## src/rtl/alu_seq_pkg.sv

```systemverilog
package alu_seq_pkg;

    typedef enum logic [3:0] {
        ST_IDLE  = 4'd0,
        ST_A_EN  = 4'd1,
        ST_A_TMP = 4'd2,
        ST_B_EN  = 4'd3,
        ST_B_OP  = 4'd4,
        ST_B_ACC = 4'd5,
        ST_U_OP  = 4'd6,
        ST_U_ACC = 4'd7,
        ST_DONE  = 4'd8
    } seq_state_e;

    typedef enum logic [1:0] {
        PICK_NONE = 2'd0,
        PICK_A    = 2'd1,
        PICK_B    = 2'd2
    } src_pick_e;

    typedef struct packed {
        src_pick_e pick;
        logic      op_on;
        logic      tmp_set;
        logic      acc_set;
        logic      done;
        logic      busy;
    } seq_ctrl_t;

endpackage

```

## src/rtl/alu_seq_latch.sv

```systemverilog
module alu_seq_latch #(
    parameter int OPW  = 4,
    parameter int IDXW = 2
) (
    input  logic            clk,
    input  logic            rst_n,
    input  logic            accept,
    input  logic [OPW-1:0]  opcode_i,
    input  logic            binary_i,
    input  logic [IDXW-1:0] a_idx_i,
    input  logic            a_acc_i,
    input  logic [IDXW-1:0] b_idx_i,
    input  logic            b_acc_i,
    output logic [OPW-1:0]  opcode_q,
    output logic            binary_q,
    output logic [IDXW-1:0] a_idx_q,
    output logic            a_acc_q,
    output logic [IDXW-1:0] b_idx_q,
    output logic            b_acc_q
);

    always_ff @(posedge clk or negedge rst_n) begin
        if (!rst_n) begin
            opcode_q <= '0;
            binary_q <= 1'b0;
            a_idx_q  <= '0;
            a_acc_q  <= 1'b0;
            b_idx_q  <= '0;
            b_acc_q  <= 1'b0;
        end else if (accept) begin
            opcode_q <= opcode_i;
            binary_q <= binary_i;
            a_idx_q  <= a_idx_i;
            a_acc_q  <= a_acc_i;
            b_idx_q  <= b_idx_i;
            b_acc_q  <= b_acc_i;
        end
    end

    // Captured instruction must not move unless a start is accepted
    assert_fields_hold_R7: assert property (@(posedge clk) disable iff (!rst_n)
        !accept |=> ($stable(opcode_q) && $stable(binary_q) && $stable(a_idx_q)
                     && $stable(a_acc_q) && $stable(b_idx_q) && $stable(b_acc_q)));

endmodule

```

## src/rtl/alu_seq_src_dec.sv

```systemverilog
module alu_seq_src_dec
    import alu_seq_pkg::*;
#(
    parameter int NREG = 4,
    parameter int IDXW = 2
) (
    input  src_pick_e       pick,
    input  logic [IDXW-1:0] a_idx,
    input  logic            a_acc,
    input  logic [IDXW-1:0] b_idx,
    input  logic            b_acc,
    output logic [NREG-1:0] reg_en,
    output logic            acc_oe
);

    logic            drive;
    logic            sel_acc;
    logic [IDXW-1:0] sel_idx;

    always_comb begin
        drive   = 1'b0;
        sel_acc = 1'b0;
        sel_idx = '0;
        unique case (pick)
            PICK_A: begin
                drive   = 1'b1;
                sel_acc = a_acc;
                sel_idx = a_idx;
            end
            PICK_B: begin
                drive   = 1'b1;
                sel_acc = b_acc;
                sel_idx = b_idx;
            end
            default: begin
                drive   = 1'b0;
            end
        endcase
    end

    assign acc_oe = drive && sel_acc;

    for (genvar gi = 0; gi < NREG; gi++) begin : g_en
        assign reg_en[gi] = drive && !sel_acc && (sel_idx == IDXW'(gi));
    end

endmodule

```

## src/rtl/alu_seq_fsm.sv

```systemverilog
module alu_seq_fsm
    import alu_seq_pkg::*;
(
    input  logic      clk,
    input  logic      rst_n,
    input  logic      start,
    input  logic      binary_q,
    output logic      accept,
    output seq_ctrl_t ctrl
);

    seq_state_e st_q;
    seq_state_e st_d;

    always_ff @(posedge clk or negedge rst_n) begin
        if (!rst_n) begin
            st_q <= ST_IDLE;
        end else begin
            st_q <= st_d;
        end
    end

    assign accept = (st_q == ST_IDLE) && start;

    always_comb begin
        st_d = st_q;
        unique case (st_q)
            ST_IDLE:  if (start) st_d = ST_A_EN;
            ST_A_EN:  st_d = binary_q ? ST_A_TMP : ST_U_OP;
            ST_A_TMP: st_d = ST_B_EN;
            ST_B_EN:  st_d = ST_B_OP;
            ST_B_OP:  st_d = ST_B_ACC;
            ST_B_ACC: st_d = ST_DONE;
            ST_U_OP:  st_d = ST_U_ACC;
            ST_U_ACC: st_d = ST_DONE;
            ST_DONE:  st_d = ST_IDLE;
            default:  st_d = ST_IDLE;
        endcase
    end

    always_comb begin
        ctrl = '{pick: PICK_NONE, op_on: 1'b0, tmp_set: 1'b0,
                 acc_set: 1'b0, done: 1'b0, busy: 1'b1};
        unique case (st_q)
            ST_IDLE:  ctrl.busy = 1'b0;
            ST_A_EN:  ctrl.pick = PICK_A;
            ST_A_TMP: begin
                ctrl.pick    = PICK_A;
                ctrl.tmp_set = 1'b1;
            end
            ST_B_EN:  ctrl.pick = PICK_B;
            ST_B_OP:  begin
                ctrl.pick  = PICK_B;
                ctrl.op_on = 1'b1;
            end
            ST_B_ACC: begin
                ctrl.pick    = PICK_B;
                ctrl.op_on   = 1'b1;
                ctrl.acc_set = 1'b1;
            end
            ST_U_OP:  begin
                ctrl.pick  = PICK_A;
                ctrl.op_on = 1'b1;
            end
            ST_U_ACC: begin
                ctrl.pick    = PICK_A;
                ctrl.op_on   = 1'b1;
                ctrl.acc_set = 1'b1;
            end
            ST_DONE:  ctrl.done = 1'b1;
            default:  ctrl.busy = 1'b0;
        endcase
    end

    // TMP load is followed by the second operand alone on the bus
    assert_tmp_then_b_R3: assert property (@(posedge clk) disable iff (!rst_n)
        ctrl.tmp_set |=> (ctrl.pick == PICK_B && !ctrl.op_on && !ctrl.tmp_set));

    assert_done_after_acc_R6: assert property (@(posedge clk) disable iff (!rst_n)
        ctrl.acc_set |=> (ctrl.done && ctrl.pick == PICK_NONE));

    // Accepted start produces the first step on the next cycle
    assert_first_step_R8: assert property (@(posedge clk) disable iff (!rst_n)
        accept |=> (ctrl.pick == PICK_A && !ctrl.op_on && !ctrl.tmp_set));

endmodule

```

## src/rtl/alu_step_seq.sv

```systemverilog
module alu_step_seq
    import alu_seq_pkg::*;
#(
    parameter int             NREG     = 4,
    parameter int             OPW      = 4,
    parameter logic [OPW-1:0] NOP_CODE = '0,
    localparam int            IDXW     = (NREG > 1) ? $clog2(NREG) : 1
) (
    input  logic            clk,
    input  logic            rst_n,
    input  logic            start,
    input  logic [OPW-1:0]  instr_opcode,
    input  logic            instr_binary,
    input  logic [IDXW-1:0] instr_a_idx,
    input  logic            instr_a_acc,
    input  logic [IDXW-1:0] instr_b_idx,
    input  logic            instr_b_acc,
    output logic [NREG-1:0] reg_en,
    output logic            acc_oe,
    output logic            tmp_set,
    output logic            acc_set,
    output logic [OPW-1:0]  alu_op,
    output logic            busy,
    output logic            done
);

    logic            accept;
    seq_ctrl_t       ctrl;
    logic [OPW-1:0]  opcode_q;
    logic            binary_q;
    logic [IDXW-1:0] a_idx_q;
    logic            a_acc_q;
    logic [IDXW-1:0] b_idx_q;
    logic            b_acc_q;

    alu_seq_fsm u_fsm (
        .clk      (clk),
        .rst_n    (rst_n),
        .start    (start),
        .binary_q (binary_q),
        .accept   (accept),
        .ctrl     (ctrl)
    );

    alu_seq_latch #(.OPW(OPW), .IDXW(IDXW)) u_latch (
        .clk      (clk),
        .rst_n    (rst_n),
        .accept   (accept),
        .opcode_i (instr_opcode),
        .binary_i (instr_binary),
        .a_idx_i  (instr_a_idx),
        .a_acc_i  (instr_a_acc),
        .b_idx_i  (instr_b_idx),
        .b_acc_i  (instr_b_acc),
        .opcode_q (opcode_q),
        .binary_q (binary_q),
        .a_idx_q  (a_idx_q),
        .a_acc_q  (a_acc_q),
        .b_idx_q  (b_idx_q),
        .b_acc_q  (b_acc_q)
    );

    alu_seq_src_dec #(.NREG(NREG), .IDXW(IDXW)) u_dec (
        .pick   (ctrl.pick),
        .a_idx  (a_idx_q),
        .a_acc  (a_acc_q),
        .b_idx  (b_idx_q),
        .b_acc  (b_acc_q),
        .reg_en (reg_en),
        .acc_oe (acc_oe)
    );

    assign alu_op  = ctrl.op_on ? opcode_q : NOP_CODE;
    assign tmp_set = ctrl.tmp_set;
    assign acc_set = ctrl.acc_set;
    assign busy    = ctrl.busy;
    assign done    = ctrl.done;

    assert_one_driver_R4: assert property (@(posedge clk) disable iff (!rst_n)
        $countones({reg_en, acc_oe}) <= 1);

    assert_idle_quiet_R1: assert property (@(posedge clk) disable iff (!rst_n)
        !busy |-> (reg_en == '0 && !acc_oe && alu_op == NOP_CODE && !tmp_set && !acc_set && !done));

    // Register loads always happen with a source on the bus
    assert_load_has_driver_R2: assert property (@(posedge clk) disable iff (!rst_n)
        (acc_set || tmp_set) |-> ($countones({reg_en, acc_oe}) == 1));

    assert_done_single_R6: assert property (@(posedge clk) disable iff (!rst_n)
        done |=> (!done && !busy));

    assert_done_busy_R9: assert property (@(posedge clk) disable iff (!rst_n)
        done |-> busy);

endmodule

```

## config.mk

```make
export PLATFORM = sky130hd
export DESIGN_NAME = alu_step_seq
export DESIGN_NICKNAME = d
export VERILOG_FILES = /design/src/rtl/alu_seq_pkg.sv /design/src/rtl/alu_seq_latch.sv /design/src/rtl/alu_seq_src_dec.sv /design/src/rtl/alu_seq_fsm.sv /design/src/rtl/alu_step_seq.sv
export SDC_FILE = /design/constraint.sdc
export NUM_CORES = 1
export LEC_CHECK = 0
export CORE_MARGIN = 1.5
export CORE_UTILIZATION = 48
export CTS_CLUSTER_SIZE = 30
export DETAILED_ROUTE_END_ITERATION = 6
export GPL_ROUTABILITY_DRIVEN = 0
export PLACE_DENSITY = 0.92
export SYNTH_ARGS = -nofsm -noshare
export SYNTH_HDL_FRONTEND = slang
export SYNTH_SLANG_ARGS = --single-unit
```

## constraint.sdc

```tcl
create_clock -name clk -period 3.8 [get_ports clk]
set_input_delay 0.76 -clock clk [delete_from_list [all_inputs] [get_ports clk]]
set_output_delay 0.76 -clock clk [all_outputs]
set_load 0.1 [all_outputs]
```

### Word level (Yosys, flattened, before mapping)

Cells that the tools add are included.

* equal/unequal tests: 14
* mux-type cells: 13
* reduce and logical (&&, ||, !) cells: 16

Operator list (count)
* 4-bit one-hot mux with 7 select lines: 1
* 4-bit by 3-bit equality test with 1-bit output, second input constant: 4
* 4-bit by 2-bit equality test with 1-bit output, second input constant: 2
* 4-bit 2-to-1 mux: 2
* 2-bit one-hot mux with 2 select lines: 2
* 4-bit OR reduction: 2
* 8-bit OR reduction: 1
* 1-bit logical AND: 7
* 2-bit equality test, second input constant: 3
* 1-bit 2-to-1 mux: 6
* 2-bit by 1-bit equality test with 1-bit output, second input constant: 2
* 4-bit by 1-bit equality test with 1-bit output, second input constant: 1
* 4-bit equality test, second input constant: 1
* 4-bit logical NOT: 1
* 2-bit OR reduction: 2
* 3-bit 2-to-1 mux: 1
* 3-bit OR reduction: 1
* 2-bit logical NOT: 1
* 2-bit != test, second input constant: 1
* 1-bit one-hot mux with 2 select lines: 1
* 1-bit logical NOT: 1

* register bits: 15
* bits of input ports: 14
* output and inout bits: 13
* logic and storage cells: 50

### Logic depth before layout (Yosys ltp)

* depth after elaboration: 8
* mapped depth: 7
* gate-level depth less buffers: 7

### By module

A second synthesis with hierarchy kept.

* cell total of the unflattened synthesis: 70
* area total of the unflattened synthesis: 845.8 µm²

By module, submodules not included
* alu_seq_latch: times used 1, cells an instance 23, area an instance 447.9 µm², seq. area each 275.3 µm²
* alu_seq_fsm: times used 1, cells an instance 28, area an instance 262.8 µm², seq. area each 100.1 µm²
* alu_seq_src_dec: times used 1, cells an instance 15, area an instance 110.1 µm², seq. area each 0.0 µm²
* alu_step_seq: times used 1, cells an instance 4, area an instance 25.0 µm², seq. area each 0.0 µm²

### Worst setup path after synthesis

No wires, ideal clock.

* path type: register to output
* start: register u_fsm.st_q[3]
* end: output port tmp_set
* data arrival time: 3.680 ns
* required time: 3.040 ns
* slack: -0.640 ns
* stages on the path, launching flop included: 3
* buffers on the path: 1
* cell sequence: dfrtp_1 > clkbuf_1 > nor4b_1

* word-level cells in the longest chain between the ends: 2

RTL lines
* start, declared: line alu_seq_fsm.sv:12 `seq_state_e st_q;`
* start signal, assigned: line alu_seq_fsm.sv:19 `st_q <= st_d;`
* 4-bit by 2-bit equality test with 1-bit output: line alu_seq_fsm.sv:44 `unique case (st_q)`
* 1-bit 2-to-1 mux: line alu_seq_fsm.sv:44
* end, declared: line alu_step_seq.sv:20 `output logic tmp_set,`

Every way passes these cells.

### Worst setup path after layout

* start: register u_fsm.st_q[2]
* end: output port reg_en[0]

* word-level cells in the longest chain between the ends: 8
* elaborated cells on any way between the ends: 20
* those cells by class: eq/ne (9); mux (4); reduce/logical (7)

RTL lines
* 4-bit by 1-bit equality test with 1-bit output, or another cell as far along: line alu_seq_fsm.sv:44
* 4-bit OR reduction (no line) or 3-bit OR reduction (tied branches)
* 2-bit one-hot mux with 2 select lines *: line alu_seq_fsm.sv:44
* 2-bit equality test or 2-bit by 1-bit equality test with 1-bit output (tied branches): line alu_seq_src_dec.sv:24 `unique case (pick)`
* 1-bit one-hot mux with 2 select lines or 2-bit OR reduction (tied branches)
* 1-bit logical NOT or 1-bit 2-to-1 mux (tied branches): line alu_seq_src_dec.sv:44, alu_seq_src_dec.sv:24
* 1-bit logical AND: line alu_seq_src_dec.sv:44 `assign reg_en[gi] = drive && !sel_acc && (sel_idx == IDXW'(gi));`
* 1-bit logical AND *: line alu_seq_src_dec.sv:44
* end, declared: line alu_step_seq.sv:18 `output logic [NREG-1:0] reg_en,`

Every way passes the cells marked *; elsewhere a longest branch is shown, timed or not.

==> flow_metrics.py <==
metrics = {
    "run_status": {
        "outcome": "complete, no violations",
    },
    "routing": {
        "drc": 0,
        "routedWlPerCell_microns": 13.5,
        "dr_total_vias": 633,
        "firstDrtPassIters": 3,
        "wirelength_microns": 1540,
        "drt.antenna.violating_nets": 0,
        "vias_per_cell": 5.55,
        "drt_iter0_drc": 5,
    },
    "worst_setup_path": {
        "critPathLaunch": "u_fsm.st_q[2]",
        "path_cells": "and2b_1, xnor2_1, or2_2, ha_1, a221oi_1, nand2b_1, nor2_1, buf_12",
        "crit_path_max_fanout": 7,
        "crit_slowest_cell": "dfrtp_1",
        "crit_type": "reg2out",
        "r2r_slack_ns": 2.12,
        "regToRegStartpoint": "u_fsm.st_q[1]",
        "setup.worst_path.start_class": "register",
        "max_stage_delay_ns": 0.50,
        "worstPathArrival_ns": 2.64,
        "cp-end-kind": "primary output",
        "worst_ep_required_time_ns": 3.04,
    },
    "place": {
        "dp_hpwl_microns": 1230,
        "portBuffers": 26,
    },
    "cts": {
        "numCtsBuffers": 3,
        "cts-root-buf": "clkbuf_4",
        "htree_num_levels": 1,
        "postCtsHoldBufs": 0,
        "cts_sinks": 15,
        "cts_resized": 0,
        "cts_buffer_depth": 2,
        "postCtsSetupRepairBufs": 0,
        "clk_pin_slew_worst_paths_ns": 0.09,
        "clock_latency_ns": 0.28,
        "tritoncts": "done",
    },
    "cells_and_area": {
        "final_common_cell": "dfrtp_1",
        "final_cell_mix": "dfrtp_1, clkdlybuf4s50_1, mux2_4",
        "area_delta_synth_final_pct": 36.1,
        "diodes": 0,
        "final_util": 0.729,
        "nets": 115,
        "drive_gt1_frac": 0.337,
    },
    "grt": {
        "gr-usage-all-layers": 0.179,
        "grt_pass1_vias": 609,
        "grt_max_degree": 16,
        "grt_pass1_wl_microns": 2550,
        "antenna_found_initial": 0,
        "gr-total-overflow": 0,
    },
    "floorplanning": {
        "die-area_sq_um": 2020,
        "rows": 14,
        "coreArea_sq_um": 1580,
        "start_util": 0.536,
        "die_w_microns": 44.9,
        "io_pins": 27,
        "die_h_microns": 44.9,
    },
    "logic_synthesis": {
        "ys_types": 25,
        "yosysWarnings": 0,
        "synth_seq_cells": 15,
        "synthFlopType": "dfrtp_1",
        "synth_edf_count": 0,
        "synthArstFlopShare": 1.00,
        "synth-seq-area-share": 0.444,
        "synth_nets": 87,
        "syn_area_sq_um": 845,
        "syn_inst": 71,
        "avgSynthCellArea_sq_um": 11.9,
    },
    "sta": {
        "finalClockSkew_ns": 0.00479,
        "maxSlewHeadroom": 0.571,
        "fin_crit_ns": 3.40,
        "post-route-period-util": 0.894,
        "hold_ws_ns": 0.509,
        "fin_setup_tns_ns": 0,
        "fmax_ghz": 0.295,
        "finalSetupViolations": 0,
        "slew_violations": 0,
        "worst_pin_slew_ns": 0.642,
        "rsz0062_at_grt": "false",
        "hold_violations": 0,
    },
    "run": {
        "cap_violations": 0,
    },
    "worst_hold_path": {
        "min_from": "u_latch.opcode_q[2]",
        "hold_class": "reg2reg",
    },
}
worst max-delay path: cells and delay by family (launching register included):
kind,cells,cell delay [ns]
simple gates,4,0.88
buf+inv,1,0.21
fa+ha+maj,1,0.25
flops,1,0.50
xor+xnor,1,0.14
compound gates,1,0.36
through the flow:
stage	cells	instance area, sq um	worst slack [ns]
final	114	1150	0.405
after global routing	114	1150	0.230
after CTS	114	1150	0.396
after detailed placement	110	1120	0.736
after global placement	110	1120	0.825
after floorplan	71	851	0.0317
cells by family (layout without fill, tap and decap cells):
family,count (synthesis),after routing,share of synthesized area
AOI/OAI and AO/OA,7,7,0.0607
and+or+nand+nor,27,27,0.190
muxes,13,13,0.215
buffers and inverters,5,32,0.0400
adders and majority gates,2,2,0.0296
DFF,15,15,0.444
xor gates and xnor gates,2,2,0.0207
per-layer routing:
layer | GRT usage | routed length (microns) | up-vias | share of wire
met4 | 0.112 | 34 | 0 | 0.022
met2 | 0.306 | 840 | 14 | 0.55
met1 | 0.207 | 623 | 317 | 0.40
met5 | 0 | 0 | - | 0
met3 | 0.0280 | 42 | 4 | 0.027
li1 | - | - | 298 | -
final timing paths:
kind	to	cells past startpoint
setup / recovery	reg_en[0]	8
hold / removal	u_latch.opcode_q[2]	1
setup reg to reg	u_latch.a_idx_q[1]	3
hold reg to reg	u_latch.opcode_q[2]	1
max in group asynchronous	u_latch.b_idx_q[1]	1
min in group asynchronous	u_fsm.st_q[1]	1
state kept, by name (all words and copies together), names as in the netlist:
| name | count |
|---|---|
| u_latch.a_acc_q | 1 |
| u_latch.b_idx_q | 2 |
| u_latch.opcode_q | 4 |
| u_fsm.st_q | 4 |
| u_latch.a_idx_q | 2 |
| u_latch.b_acc_q | 1 |
| u_latch.binary_q | 1 |
layout make-up:
class,count,area (sq um)
multi-input combinational,51,442
fill,118,427
sequential,15,375
timing repair buffer,26,278
clock buffer,3,22.5
tap,16,20.0
inverter,2,7.51
clock inverter,1,5.00
cell usage after synthesis, types with 2 or more instances:
master / instances / area, sq um
dfrtp_1: 15 / 375
mux2_4: 10 / 150
nor2_1: 8 / 30.0
and2_1: 7 / 43.8
a22o_1: 2 / 17.5
a22oi_1: 2 / 15.0
buf_6: 2 / 22.5
ha_1: 2 / 25.0
inv_1: 2 / 7.51
mux2i_1: 2 / 20.0
nand2_1: 2 / 7.51
nor3_1: 2 / 10.0
or2_2: 2 / 12.5
xnor2_1: 2 / 17.5
Power is not shown: default switching activity piles up to over one toggle a cycle in this logic, so the estimate is an artifact.
